===== src/rtl/pec_pkg.sv =====
// Package: shared encodings for the performance event counter.
// Assumes a two-bit register address and a two-bit mode field.
package pec_pkg;
    typedef enum logic [1:0] {
        MODE_LEVEL  = 2'd0,
        MODE_EDGE   = 2'd1,
        MODE_THRESH = 2'd2,
        MODE_OFF    = 2'd3
    } cnt_mode_e;

    localparam logic [1:0] ADDR_CTRL    = 2'd0;
    localparam logic [1:0] ADDR_COUNT   = 2'd1;
    localparam logic [1:0] ADDR_PRELOAD = 2'd2;

    localparam int CTRL_EN_BIT   = 0;
    localparam int CTRL_MODE_LSB = 1;
    localparam int CTRL_INV_BIT  = 3;
    localparam int CTRL_CLR_BIT  = 4;
    localparam int CTRL_MASK_LSB = 5;
endpackage


===== src/rtl/pec_cfg.sv =====
// Module: pec_cfg
// Holds the control fields and the reload value, and decodes the write port
// into a count-load strobe and an interrupt-clear strobe.
// Assumes CNT_W is wide enough to carry all control fields.
module pec_cfg
    import pec_pkg::*;
#(
    parameter int CNT_W = 48,
    parameter int EVT_W = 8,
    parameter int LVL_W = 4
) (
    input  logic             clk,
    input  logic             rst_n,
    input  logic             wr_en,
    input  logic [1:0]       wr_addr,
    input  logic [CNT_W-1:0] wr_data,
    output logic             en,
    output cnt_mode_e        mode,
    output logic             inv,
    output logic [EVT_W-1:0] mask,
    output logic [LVL_W-1:0] thresh,
    output logic [CNT_W-1:0] preload,
    output logic             cnt_wr,
    output logic             irq_clr
);
    localparam int TH_LSB = CTRL_MASK_LSB + EVT_W;

    logic ctrl_wr;

    // Decode the register strobes from the write port.
    always_comb begin
        ctrl_wr = wr_en && (wr_addr == ADDR_CTRL);
        cnt_wr  = wr_en && (wr_addr == ADDR_COUNT);
        irq_clr = ctrl_wr && wr_data[CTRL_CLR_BIT];
    end

    // Control register fields.
    always_ff @(posedge clk) begin
        if (!rst_n) begin
            en     <= 1'b0;
            mode   <= MODE_LEVEL;
            inv    <= 1'b0;
            mask   <= '0;
            thresh <= '0;
        end else if (ctrl_wr) begin
            en     <= wr_data[CTRL_EN_BIT];
            mode   <= cnt_mode_e'(wr_data[CTRL_MODE_LSB +: 2]);
            inv    <= wr_data[CTRL_INV_BIT];
            mask   <= wr_data[CTRL_MASK_LSB +: EVT_W];
            thresh <= wr_data[TH_LSB +: LVL_W];
        end
    end

    // Reload value register.
    always_ff @(posedge clk) begin
        if (!rst_n)
            preload <= '0;
        else if (wr_en && (wr_addr == ADDR_PRELOAD))
            preload <= wr_data;
    end
endmodule


===== src/rtl/pec_cond.sv =====
// Module: pec_cond
// Qualifies the raw events with the mask, applies inversion and turns the
// selected counting mode into a one-cycle increment request.
// Assumes evt_lvl is an unsigned tally valid in the same cycle as evt_raw.
module pec_cond
    import pec_pkg::*;
#(
    parameter int EVT_W = 8,
    parameter int LVL_W = 4
) (
    input  logic             clk,
    input  logic             rst_n,
    input  logic             en,
    input  cnt_mode_e        mode,
    input  logic             inv,
    input  logic [EVT_W-1:0] mask,
    input  logic [LVL_W-1:0] thresh,
    input  logic [EVT_W-1:0] evt_raw,
    input  logic [LVL_W-1:0] evt_lvl,
    output logic             inc
);
    logic [EVT_W-1:0] qual_bits;
    logic             cond_now;
    logic             cond_prev;

    // One gate per sub-event bit: raw bit passes only when enabled in the mask.
    for (genvar gi = 0; gi < EVT_W; gi++) begin : g_qual
        assign qual_bits[gi] = evt_raw[gi] & mask[gi];
    end

    // Qualified condition, optionally complemented.
    assign cond_now = (|qual_bits) ^ inv;

    // Previous condition for edge detection, updated every cycle.
    always_ff @(posedge clk) begin
        if (!rst_n) cond_prev <= 1'b0;
        else        cond_prev <= cond_now;
    end

    // Mode select into an increment request.
    always_comb begin
        inc = 1'b0;
        if (en) begin
            case (mode)
                MODE_LEVEL:  inc = cond_now;
                MODE_EDGE:   inc = cond_now ^ cond_prev;
                MODE_THRESH: inc = (evt_lvl >= thresh);
                default:     inc = 1'b0;
            endcase
        end
    end

    // threshold mode only counts when the tally reaches the threshold
    assert_thresh_gate_R6: assert property (@(posedge clk) disable iff (!rst_n)
        (mode == MODE_THRESH && inc) |-> (evt_lvl >= thresh));
    // mode 3 never requests an increment
    assert_off_mode_R6: assert property (@(posedge clk) disable iff (!rst_n)
        (mode == MODE_OFF) |-> !inc);
    // no increment in edge mode when the condition repeats last cycle's value
    assert_edge_only_R5: assert property (@(posedge clk) disable iff (!rst_n)
        (mode == MODE_EDGE && cond_now == cond_prev) |-> !inc);
    // a disabled counter never requests an increment
    assert_disabled_R7: assert property (@(posedge clk) disable iff (!rst_n)
        !en |-> !inc);
endmodule


===== src/rtl/pec_accum.sv =====
// Module: pec_accum
// The count register with write priority, wrap-and-reload and the sticky
// interrupt request. Assumes inc is a single-cycle request.
module pec_accum #(
    parameter int CNT_W = 48
) (
    input  logic             clk,
    input  logic             rst_n,
    input  logic             inc,
    input  logic             cnt_wr,
    input  logic [CNT_W-1:0] wr_data,
    input  logic [CNT_W-1:0] preload,
    input  logic             irq_clr,
    output logic [CNT_W-1:0] count,
    output logic             irq
);
    localparam logic [CNT_W-1:0] CNT_MAX = '1;

    logic wrap;

    // Overflow occurs only for an increment that is not overridden by a write.
    assign wrap = inc && !cnt_wr && (count == CNT_MAX);

    // Count register: write first, then wrap-reload, then increment.
    always_ff @(posedge clk) begin
        if (!rst_n)      count <= '0;
        else if (cnt_wr) count <= wr_data;
        else if (wrap)   count <= preload;
        else if (inc)    count <= count + 1'b1;
    end

    // Sticky interrupt request; a set wins over a clear in the same cycle.
    always_ff @(posedge clk) begin
        if (!rst_n)       irq <= 1'b0;
        else if (wrap)    irq <= 1'b1;
        else if (irq_clr) irq <= 1'b0;
    end

    // wrap loads the reload value and raises the request
    assert_wrap_reload_R8: assert property (@(posedge clk) disable iff (!rst_n)
        (inc && !cnt_wr && count == CNT_MAX) |=> (count == $past(preload) && irq));
    // a plain increment advances the count by exactly one
    assert_step_R4: assert property (@(posedge clk) disable iff (!rst_n)
        (inc && !cnt_wr && count != CNT_MAX) |=> (count == $past(count) + 1'b1));
    // with no request and no write the count is held
    assert_hold_R7: assert property (@(posedge clk) disable iff (!rst_n)
        (!inc && !cnt_wr) |=> $stable(count));
    // a count write always wins
    assert_write_wins_R10: assert property (@(posedge clk) disable iff (!rst_n)
        cnt_wr |=> (count == $past(wr_data)));
    // the request stays set until cleared
    assert_irq_sticky_R9: assert property (@(posedge clk) disable iff (!rst_n)
        (irq && !irq_clr) |=> irq);
endmodule


===== src/rtl/perf_event_counter.sv =====
// Module: perf_event_counter
// Top of one performance event counter: configuration, event qualification
// and mode logic, and the wrapping count with its interrupt request.
// Assumes CNT_W >= 5 + EVT_W + LVL_W so the control word fits.
module perf_event_counter
    import pec_pkg::*;
#(
    parameter int CNT_W = 48,
    parameter int EVT_W = 8,
    parameter int LVL_W = 4
) (
    input  logic             clk,
    input  logic             rst_n,
    input  logic             wr_en,
    input  logic [1:0]       wr_addr,
    input  logic [CNT_W-1:0] wr_data,
    input  logic [EVT_W-1:0] evt_raw,
    input  logic [LVL_W-1:0] evt_lvl,
    output logic [CNT_W-1:0] count_o,
    output logic             irq_o
);
    logic             en;
    cnt_mode_e        mode;
    logic             inv;
    logic [EVT_W-1:0] mask;
    logic [LVL_W-1:0] thresh;
    logic [CNT_W-1:0] preload;
    logic             cnt_wr;
    logic             irq_clr;
    logic             inc;

    pec_cfg #(.CNT_W(CNT_W), .EVT_W(EVT_W), .LVL_W(LVL_W)) u_cfg (
        .clk(clk), .rst_n(rst_n), .wr_en(wr_en), .wr_addr(wr_addr),
        .wr_data(wr_data), .en(en), .mode(mode), .inv(inv), .mask(mask),
        .thresh(thresh), .preload(preload), .cnt_wr(cnt_wr), .irq_clr(irq_clr)
    );

    pec_cond #(.EVT_W(EVT_W), .LVL_W(LVL_W)) u_cond (
        .clk(clk), .rst_n(rst_n), .en(en), .mode(mode), .inv(inv),
        .mask(mask), .thresh(thresh), .evt_raw(evt_raw), .evt_lvl(evt_lvl),
        .inc(inc)
    );

    pec_accum #(.CNT_W(CNT_W)) u_accum (
        .clk(clk), .rst_n(rst_n), .inc(inc), .cnt_wr(cnt_wr),
        .wr_data(wr_data), .preload(preload), .irq_clr(irq_clr),
        .count(count_o), .irq(irq_o)
    );

    // the request is low in the first cycle after reset
    assert_reset_irq_R1: assert property (@(posedge clk) disable iff (!rst_n)
        $rose(rst_n) |-> !irq_o);
endmodule


===== config.mk =====
export PLATFORM = sky130hd
export DESIGN_NAME = perf_event_counter
export DESIGN_NICKNAME = d
export VERILOG_FILES = /design/src/rtl/pec_pkg.sv /design/src/rtl/pec_cfg.sv /design/src/rtl/pec_cond.sv /design/src/rtl/pec_accum.sv /design/src/rtl/perf_event_counter.sv
export SDC_FILE = /design/constraint.sdc
export NUM_CORES = 1
export LEC_CHECK = 0
export BUFFER_PORTS_ARGS = -buffer_cell sky130_fd_sc_hd__clkbuf_2
export CAP_MARGIN = 5
export CORE_MARGIN = 1
export CORE_UTILIZATION = 59
export CTS_CLUSTER_DIAMETER = 50
export CTS_CLUSTER_SIZE = 10
export DETAILED_ROUTE_END_ITERATION = 6
export PLACE_DENSITY = 0.84
export SLEW_MARGIN = 30
export SYNTH_ARGS = -nofsm -noshare
export SYNTH_HDL_FRONTEND = slang
export SYNTH_HIERARCHICAL = 1
export SYNTH_SLANG_ARGS = --single-unit
export TNS_END_PERCENT = 10

===== constraint.sdc =====
create_clock -name clk -period 5.8 [get_ports clk]
set_input_delay 1.16 -clock clk [delete_from_list [all_inputs] [get_ports clk]]
set_output_delay 1.16 -clock clk [all_outputs]
set_load 0.05 [all_outputs]

==> run_results.csv <==
group,metric,value,unit
setup_path,arrival,4.25,ns
synthesis,synth_area,6220,µm²
layout,multi_input_area,3630,µm²
detailed_routing,drt-initial-drc-count,733,
setup_path,end_kind,"flop",
die,core-area,10300,µm²
status,status,"complete, but fails checks",
synthesis,synth_nets,849,
status,violations,"DRC",
detailed_routing,vias,6578,
global_route,grt_max_degree,71,
layout,area_growth,18.2,%
cts,post_cts_buffers,0,
synthesis,synthArstFlopShare,0,
place,io_buffers,113,
cts,cts_tree,"done",
cts,root_buffer,"clkbuf_8",
global_route,grt_overflow,0,
synthesis,yosysWarningCount,6,
cts,cts_resized,0,
detailed_routing,routed_via_density,6.50,
sta,tns,0,ns
sta,rsz0062_at_grt,"false",
detailed_routing,routed_wl,19100,µm
global_route,antenna_found_initial,0,
cts,clk_path_buf_depth,2,
power,cellPowerDensity,290,nW/µm²
place,place_ws,1.45,ns
sta,relSlewSlack,0.324,
die,rows,37,
sta,finalHoldViolCount,0,
sta,finalClockSkew,0.00530,ns
sta,fin_crit_sh,0.666,
setup_path,critical_path_class,"in -> reg",
detailed_routing,wl_per_cell,18.9,µm
die,die_y,105,µm
sta,fmax,259,MHz
sta,fin_crit,3.86,ns
cts,clkLatencyLatePin,0.53,ns
synthesis,netlist_instances,779,
die,pin_count,114,
detailed_routing,firstDrtPassIters,7,
synthesis,ys_top_cells_by_count,"nand2_1, dfxtp_1, mux2i_1",
synthesis,synth-edff-count,0,
setup_path,required,6.19,ns
sta,hold_ws,0.455,ns
die,fp.dieW,105,µm
setup_path,cp_max_fo,19,
run,cap_violations,0,
synthesis,yosys.area.top_type,"dfxtp_1",
global_route,first_global_vias,6473,
setup_path,startpoint_type,"primary input",
synthesis,ys_ff_latch,114,
place,dp_hpwl,11900,µm
synthesis,syn_avg_cell_area,7.98,µm²
synthesis,yosysTopAreaCellShare,0.367,
layout,seq_area,2280,µm²
die,initial_core_util,0.605,
cts,numCtsBuffers,17,
synthesis,synthDistinctLibCells,61,
power,max-vdd-ir-drop,0.000167,V
sta,setup_viol,0,
sta,fin_ws,1.94,ns
synthesis,yosys-top-cells-area,"dfxtp_1, mux2i_1, nand2_1",
layout,nets,934,
layout,layout-drive-gt1-share,0.191,
detailed_routing,postRouteAntennaNets,0,
synthesis,ys_seq_area_frac,0.367,
layout,fill_cells,818,
sta,slew_violations,0,
cts,cts-htree-levels,4,
detailed_routing,drc,2,
synthesis,ys.flop_type,"dfxtp_1",
place,gp_congestion,0.884,
sta,worst_pin_slew,1.01,ns
cts,ctsHoldBuffers,0,
cts,clk_pin_slew,0.06,ns
layout,num_antenna_cells,0,
global_route,grt_usage,0.353,
cts,cts.sinks,114,
die,design.die.area,11000,µm²
synthesis,yosysMostFrequentCell,"nand2_1",
power,power_leakage,2.99,nW
global_route,grt_pass1_wl,30900,µm
worst_hold_path,hp-class,"reg -> reg",
==> per-layer routing <==
layer	routed length, µm	share of wire	GRT usage
met5	0	0	0
met4	727	0.038	0.202
met3	1700	0.089	0.0736
met2	9130	0.48	0.584
met1	7560	0.40	0.426
==> registers in the layout (all words and copies together) (netlist names) <==
name,cells
u_cfg/inv,1
u_cond/cond_prev,1
u_accum/irq,1
u_cfg/en,1
u_accum/count,48
u_cfg/thresh,4
u_cfg/mask,8
u_cfg/preload,48
u_cfg/mode,2
==> report_power, final <==
part           total (mW)  internal [mW]  switching (mW)  leakage (nW)
Sequential          0.842          0.812          0.0299         0.927
Clock                1.08          0.713           0.369         0.296
Combinational       0.210         0.0728           0.138          1.77
==> cell usage in the layout (no fill, tap or decap), types with 7 or more instances in the layout <==
cell type	Yosys	final
inv_1	13	12
xnor2_1	24	24
and3_1	45	45
nand3_1	34	34
clkbuf_16	0	16
nand4_1	15	15
o21ai_0	36	36
nor3_1	14	13
nand2_1	142	142
clkbuf_2	1	112
o22ai_1	33	33
buf_4	1	7
mux2i_1	69	69
nor2_1	39	39
dfxtp_1	114	114
a31oi_1	8	8
a21oi_1	63	63
==> final cells by class <==
cell class | count | area share
sequential | 114 | 0.311
timing repair buffer | 119 | 0.0834
clock buffer | 20 | 0.0606
clock inverter | 11 | 0.0218
inverter | 14 | 0.00715
multi-input combinational | 598 | 0.493
tap | 136 | 0.0232
==> worst max-delay path: stages <==
cell and delay, ns:
clkbuf_2 0.08, inv_1 0.05, ha_1 0.26, nand2b_1 0.10
a211oi_1 0.07, o21ai_0 0.18, and3b_1 0.19, a41o_1 0.35
nor2b_1 0.32, nand3_1 0.24, nor3_4 0.87, mux2i_1 0.28
o22ai_1 0.09
==> path summary, 6_finish.rpt <==
check	slack (ns)	cells after the start	startpoint	endpoint
max	1.94	13	evt_lvl[0]	u_accum/count[1]
min	0.45	2	u_cfg/preload[37]	u_cfg/preload[37]
max reg2reg	2.36	10	u_cfg/mask[3]	u_accum/count[1]
min reg2reg	0.45	2	u_cfg/preload[37]	u_cfg/preload[37]
==> cell families (layout without fill, tap and decap cells) <==
group / count (synthesis) / in the layout / synth area share
AND/OR/NAND/NOR: 326 / 326 / 0.257
AO/OA/AOI/OAI: 169 / 169 / 0.163
flip-flops: 114 / 114 / 0.367
multiplexers: 69 / 69 / 0.111
buffers and inverters: 67 / 164 / 0.0507
XOR/XNOR: 29 / 29 / 0.0408
adder cells (fa/ha/maj): 5 / 5 / 0.0101
==> stage by stage <==
| stage | total power, mW | instance area (µm²) | std cells | util |
|---|---|---|---|---|
| detailed placement | 1.06 | 6740 | 981 | 0.656 |
| floorplan | 0.995 | 6220 | 779 | - |
| global placement | 1.05 | 6740 | 981 | 0.656 |
| CTS | 2.13 | 7350 | 1012 | 0.715 |
| finish | 2.13 | 7350 | 1012 | 0.715 |
| global route | 2.19 | 7350 | 1012 | 0.715 |
(Power assumes the default switching activity.)
